## src/rtl/bsf_pkg.sv

```systemverilog
package bsf_pkg;
  // next flag value: set dominates clear
  function automatic logic flag_next(input logic cur, input logic set, input logic clr);
    if (set) return 1'b1;
    if (clr) return 1'b0;
    return cur;
  endfunction

  // next arm value: set or completed clear drop it, qualified read raises it
  function automatic logic arm_next(input logic cur, input logic set, input logic clr,
                                    input logic arm_req);
    if (set || clr) return 1'b0;
    if (arm_req)    return 1'b1;
    return cur;
  endfunction
endpackage

```

## src/rtl/bsf_access_gate.sv

```systemverilog
module bsf_access_gate #(
  parameter int unsigned N = 8
) (
  input  logic         stat_rd,
  input  logic         data_acc,
  input  logic         brk,
  input  logic         brk_clr_en,
  input  logic [N-1:0] flag_q,
  input  logic [N-1:0] arm_q,
  output logic [N-1:0] arm_req,
  output logic [N-1:0] clr_req
);
  logic acc_ok;

  // software accesses count outside a break, or in a break when allowed
  assign acc_ok  = !brk || brk_clr_en;
  assign arm_req = (stat_rd && acc_ok) ? flag_q : '0;
  assign clr_req = (data_acc && acc_ok) ? arm_q : '0;
endmodule

```

## src/rtl/bsf_flag_cell.sv

```systemverilog
module bsf_flag_cell
  import bsf_pkg::*;
(
  input  logic clk,
  input  logic rst,
  input  logic set_evt,
  input  logic arm_req,
  input  logic clr_req,
  input  logic brk,
  input  logic brk_clr_en,
  output logic flag_q,
  output logic arm_q
);
  always_ff @(posedge clk) begin
    if (rst) begin
      flag_q <= 1'b0;
      arm_q  <= 1'b0;
    end else begin
      flag_q <= flag_next(flag_q, set_evt, clr_req);
      arm_q  <= arm_next(arm_q, set_evt, clr_req, arm_req);
    end
  end


  set_sets_flag_chk: assert property (@(posedge clk) disable iff (rst)
    set_evt |=> flag_q);

  unarmed_hold_chk: assert property (@(posedge clk) disable iff (rst)
    (flag_q && !arm_q) |=> flag_q);

  set_drops_arm_chk: assert property (@(posedge clk) disable iff (rst)
    set_evt |=> !arm_q);

  protected_flag_hold_chk: assert property (@(posedge clk) disable iff (rst)
    (brk && !brk_clr_en && flag_q) |=> flag_q);

  protected_arm_hold_chk: assert property (@(posedge clk) disable iff (rst)
    (brk && !brk_clr_en && arm_q && !set_evt) |=> arm_q);

  protected_no_arm_chk: assert property (@(posedge clk) disable iff (rst)
    (brk && !brk_clr_en && !arm_q) |=> !arm_q);

  arm_needs_flag_chk: assert property (@(posedge clk) disable iff (rst)
    arm_q |-> flag_q);
endmodule

```

## src/rtl/brk_status_flags.sv

```systemverilog
module brk_status_flags #(
  parameter int unsigned N_FLAGS = 8
) (
  input  logic               clk,
  input  logic               rst,
  input  logic [N_FLAGS-1:0] set_evt_i,
  input  logic               stat_rd_i,
  input  logic               data_acc_i,
  input  logic               brk_i,
  input  logic               brk_clr_en_i,
  output logic [N_FLAGS-1:0] flags_o
);
  logic [N_FLAGS-1:0] flag_q;
  logic [N_FLAGS-1:0] arm_q;
  logic [N_FLAGS-1:0] arm_req;
  logic [N_FLAGS-1:0] clr_req;

  bsf_access_gate #(.N(N_FLAGS)) u_gate (
    .stat_rd    (stat_rd_i),
    .data_acc   (data_acc_i),
    .brk        (brk_i),
    .brk_clr_en (brk_clr_en_i),
    .flag_q     (flag_q),
    .arm_q      (arm_q),
    .arm_req    (arm_req),
    .clr_req    (clr_req)
  );

  for (genvar g = 0; g < N_FLAGS; g++) begin : g_cell
    bsf_flag_cell u_cell (
      .clk        (clk),
      .rst        (rst),
      .set_evt    (set_evt_i[g]),
      .arm_req    (arm_req[g]),
      .clr_req    (clr_req[g]),
      .brk        (brk_i),
      .brk_clr_en (brk_clr_en_i),
      .flag_q     (flag_q[g]),
      .arm_q      (arm_q[g])
    );
  end

  assign flags_o = flag_q;


  set_wins_chk: assert property (@(posedge clk) disable iff (rst)
    ((set_evt_i & clr_req) != '0) |=> ((flags_o & $past(set_evt_i & clr_req)) == $past(set_evt_i & clr_req)));

  reset_clear_chk: assert property (@(posedge clk)
    rst |=> (flags_o == '0));
endmodule

```

## config.mk

```make
export PLATFORM = sky130hd
export DESIGN_NAME = brk_status_flags
export DESIGN_NICKNAME = d
export VERILOG_FILES = /design/src/rtl/bsf_pkg.sv /design/src/rtl/bsf_access_gate.sv /design/src/rtl/bsf_flag_cell.sv /design/src/rtl/brk_status_flags.sv
export SDC_FILE = /design/constraint.sdc
export NUM_CORES = 1
export LEC_CHECK = 0
export BUFFER_PORTS_ARGS = -buffer_cell sky130_fd_sc_hd__buf_4
export CAP_MARGIN = 20
export CORE_UTILIZATION = 44
export DETAILED_ROUTE_END_ITERATION = 10
export GPL_TIMING_DRIVEN = 0
export PLACE_DENSITY = 0.76
export SLEW_MARGIN = 25
export SYNTH_ARGS = -nofsm -noshare
export SYNTH_HDL_FRONTEND = slang
export SYNTH_SLANG_ARGS = --single-unit
```

## constraint.sdc

```tcl
create_clock -name clk -period 0.9 [get_ports clk]
set_input_delay 0 -clock clk [delete_from_list [all_inputs] [get_ports clk]]
set_output_delay 0 -clock clk [all_outputs]
set_load 0.01 [all_outputs]
```

* Yosys cells after proc, flatten, opt, wreduce, memory -nomap -nowiden *
Index checks and enable logic that the tools add are counted.

storage, ports and cells
  register bits = 16
  word-level logic and storage cells = 190
  output and inout bits = 8

cells by class
  reduce and logical (&&, ||, !) cells = 28
  muxes and demuxes = 146

operator list
  kind                number
  two-way mux 1 bit   144
  nonzero test 2 bit  16
  two-way mux 8 bit   2
  logical OR 1 bit    9
  logical AND 1 bit   2
  logical NOT 1 bit   1

* Logic depth before layout (Yosys ltp) *
  depth after elaboration = 11
  mapped depth = 5
  depth with buffers taken out = 3

* By module *
From an unflattened synthesis, not the netlist that was laid out.

second synthesis, totals
  cells, all modules = 74
  area total of the unflattened synthesis = 733.2 µm²

modules (own cells, without submodules)
  module           instances  cells an instance  area an instance (µm²)
  bsf_flag_cell    8          7                  75.1
  bsf_access_gate  1          18                 132.6

* Worst setup path after synthesis *
OpenSTA, ideal clock, no wires.

  kind = register to register
  start = reg g_cell[0].u_cell.flag_q
  end = reg g_cell[0].u_cell.arm_q
  arrival time = 0.875 ns
  clock period less this slack = 0.951 ns
  data required time = 0.824 ns
  path buffers = 0
  setup time = 0.076 ns
  cell stages (with the launch flop) = 3
  setup slack = -0.051 ns
  cell sequence = dfxtp_1 or3b_2 o22ai_1

between the ends
  cells in the longest elaborated chain, start to end = 5

RTL lines
  element                         line                   source
  start, declared                 bsf_flag_cell.sv:11    output logic flag_q,
  start signal, assigned          bsf_flag_cell.sv:19    flag_q <= flag_next(flag_q, set_evt, clr_req);
  two-way mux 8 bit *             bsf_access_gate.sv:17  assign arm_req = (stat_rd && acc_ok) ? flag_q : '0;
  two-way mux 1 bit (2 in a row)  bsf_pkg.sv:13          if (arm_req) return 1'b1;
  two-way mux 1 bit               bsf_flag_cell.sv:15    if (rst) begin
  nonzero test 2 bit (no line)    -
  end signal, assigned            bsf_flag_cell.sv:20    arm_q <= arm_next(arm_q, set_evt, clr_req, arm_req);
  end, declared                   bsf_flag_cell.sv:12    output logic arm_q

Mark *: on every way between the ends. The rest lies on a longest branch, timed or not. The select of a mux whose other input is x is not followed.
A chain may end at the register's enable or synchronous reset.

* Final worst setup path *
  start = reg g_cell[7].u_cell.flag_q
  end = reg g_cell[7].u_cell.arm_q

between the ends
  cells in the longest elaborated chain, start to end = 5

RTL lines
  element                         line
  start, declared                 bsf_flag_cell.sv:11
  start signal, assigned          bsf_flag_cell.sv:19
  two-way mux 8 bit *             bsf_access_gate.sv:17
  two-way mux 1 bit (2 in a row)  bsf_pkg.sv:13
  two-way mux 1 bit               bsf_flag_cell.sv:15
  nonzero test 2 bit (no line)    -
  end signal, assigned            bsf_flag_cell.sv:20
  end, declared                   bsf_flag_cell.sv:12

Marks and branches as above.

==> impl_metrics.toml <==
[logic_synthesis]
ys.flop_type = "dfxtp_1"
synth_edf_count = 0
synth_top_area_cell = "dfxtp_1"
ys_ff_latch = 16
synth_area_per_cell_um2 = 9.64
synth_seq_area_share = 0.426
synth_nets = 92
ys_warn_count = 0
synth_top_area_frac = 0.426
synthCells = 78
synth_most_common_cell = "dfxtp_1"
yosys-top-cells-count = "dfxtp_1 (16), nand3b_1 (11), buf_4 (8), nor2_1 (8), o22ai_1 (8)"
synthArstFlopShare = 0
synth_cell_types = 16
synth_area_um2 = 752
ys_top_cells_by_area = "dfxtp_1 (43%), nand3b_1 (11%), buf_4 (8.0%)"

[final_layout]
fin_nets = 122
drive_gt1_frac = 0.509
fillers = 131
fin_cells = 122
syn_to_final_growth_pct = 36.3
seq_area_um2 = 332
n_antenna_cell = 0
multiInputGateArea_um2 = 345

[sta]
finalMaxSlewViolations = 0
setup_slack_ns = -0.0212
slew_headroom = 0.738
fmax_ghz = 1.09
rsz0062_at_grt = "yes"
fin_skew_ns = 0.00707
worst_pin_slew_ns = 0.392
fin_crit_ns = 0.921
setup_viol = 3
hold_viol = 0
final.period_utilization = 1.02

[floorplan]
die_area_um2 = 1880
die-height_um = 43.3
io_pins = 22
die_w_um = 43.3
core_um2 = 1560
initial_utilization = 0.482
rows = 14

[grt]
grt_max_degree = 11
grt_pass1_vias = 573
globalRouteOverflowTotal = 0
grt_pass1_wl_um = 2470
antenna_found_initial = 0
grt_use_total = 0.180

[critical_path]
r2r_cells = 2
worstPathCellList = "or3b_4, o22ai_2"
endpoint_kind = "register"
required_ns = 1.12
r2r_end = "g_cell[7].u_cell.arm_q$_SDFFE_PP0P_"
critPathKind = "register to register"
slowest_stage = "or3b_4"
critPathBufInv = 0
critPathLaunchType = "register"
worstReg2RegStart = "g_cell[7].u_cell.flag_q$_SDFFE_PP0P_"
critPathArrivalTime_ns = 1.14
cp_max_fo = 3
path_delay_family = "simple AND/OR/NAND/NOR gates"
r2r_setup_slack_ns = -0.02
max_stage_delay_ns = 0.38

[power_and_ir_drop]
power.leakage_nw = 0.440
p_per_area_nw_per_um2 = 1410
ir_worst_vdd_mv = 0.714
p_total_w = 0.00144

[drt]
first_iter_violations = 12
drc = 2
viasPerCell = 5.22
ant_nets = 0
wire_per_inst_um = 12.3
wl_um = 1510
firstDrtPassIters = 7
num_vias = 637

[min_path]
hold_class = "input pin to register"
min_to = "g_cell[3].u_cell.arm_q$_SDFFE_PP0P_"
hold_path_startpoint = "set_evt_i[3]"
timing.hold.worst_path_depth = 3

[outcome]
status = "complete, but fails checks"
violations = "design-rule violations, negative setup slack"

[clocking]
cts_root_buf = "clkbuf_4"
cts_htree_levels = 1
clk_pin_slew_ns = 0.09
worst_skew_pair.late_latency_ns = 0.29
cts_buffer_depth = 2
cts_tree = "yes"
cts_made_buffers = 3
cts.sinks = 16

[place]
place.gp.congestion = 0.729
place_hpwl_um = 1030
dp.cells = 115
place_ws_ns = -0.0271
portBuffers = 21

[run]
drv_cap = 0
[per-layer routing]
metal,GRT usage,wire (µm),vias up
li1,-,-,329
met1,0.243,661,286
met2,0.279,744,17
met3,0.0375,72,5
met4,0.0750,27,0
met5,0,0,-
[flip-flops by register name, indices dropped and copies added, names as in the netlist]
register	flops
g_cell.u_cell.arm_q	8
g_cell.u_cell.flag_q	8
[cell families (layout without fill, tap and decap cells)]
group           Yosys count  after routing  synth area share
compound gates           16             16             0.168
buf+inv                  16             44             0.141
flops                    16             16             0.426
simple gates             30             30             0.265
[report_power, final]
part           switching (W)  leakage (nW)  internal (W)
sequential         0.0000240         0.134      0.000748
combinational       0.000115         0.293      0.000180
clock               0.000218        0.0138      0.000156
total               0.000357         0.440       0.00108
[cell usage in the layout, fill, tap and decap left out, drive strengths merged]
master and count:
nor2b 3, inv 5, a311oi 5, dlygate4sd3 3, or3b 3, dfxtp 16
a211oi 3, nand2b 4, and2 1, clkbuf 3, buf 33, nand3b 11
o22ai 8, nor2 8
[worst min-delay path, cell delays in order]
cell and delay, ns:
buf_4 0.09, or3b_4 0.11, o22ai_1 0.06
[cell type report]
type,count,area share
multi-input combinational,46,0.337
sequential,16,0.324
timing repair buffer,25,0.194
buffer,11,0.0855
clock buffer,3,0.0220
tap,16,0.0195
inverter,5,0.0183
[what timing repair did]
item / CTS / global route
pin swaps: 4 / 0
gates resized for setup: 2 / 7
hold buffers: 3 / 0
setup endpoints to repair: 3 / 8
hold endpoints to repair: 3 / 0
setup buffers: 0 / 1
[how the worst max path moves through the flow]
stage,startpoint,to,depth (start not counted)
floorplan,g_cell[0].u_cell.flag_q$_SDFFE_PP0P_,g_cell[0].u_cell.arm_q$_SDFFE_PP0P_,2
global placement,g_cell[3].u_cell.flag_q$_SDFFE_PP0P_,g_cell[3].u_cell.arm_q$_SDFFE_PP0P_,2
global route,g_cell[0].u_cell.flag_q$_SDFFE_PP0P_,g_cell[0].u_cell.arm_q$_SDFFE_PP0P_,2
detailed placement,g_cell[0].u_cell.flag_q$_SDFFE_PP0P_,g_cell[0].u_cell.arm_q$_SDFFE_PP0P_,2
CTS,g_cell[0].u_cell.flag_q$_SDFFE_PP0P_,g_cell[0].u_cell.arm_q$_SDFFE_PP0P_,2
finish,g_cell[7].u_cell.flag_q$_SDFFE_PP0P_,g_cell[7].u_cell.arm_q$_SDFFE_PP0P_,2
[stage by stage]
| step | setup TNS [ns] | utilization | hold WS [ns] | cell area, µm² |
|---|---|---|---|---|
| 2_1_floorplan | 0 | - | 0.164 | 763 |
| 3_3_place_gp | -0.00286 | 0.604 | 0.292 | 941 |
| 3_5_place_dp | -0.0570 | 0.604 | 0.302 | 941 |
| 4_1_cts | -0.0473 | 0.642 | 0.00291 | 1000 |
| 5_1_grt | -0.148 | 0.657 | 0.00986 | 1020 |
| 6_report | -0.0424 | 0.657 | 0.00297 | 1020 |
(Power assumes the default switching activity.)
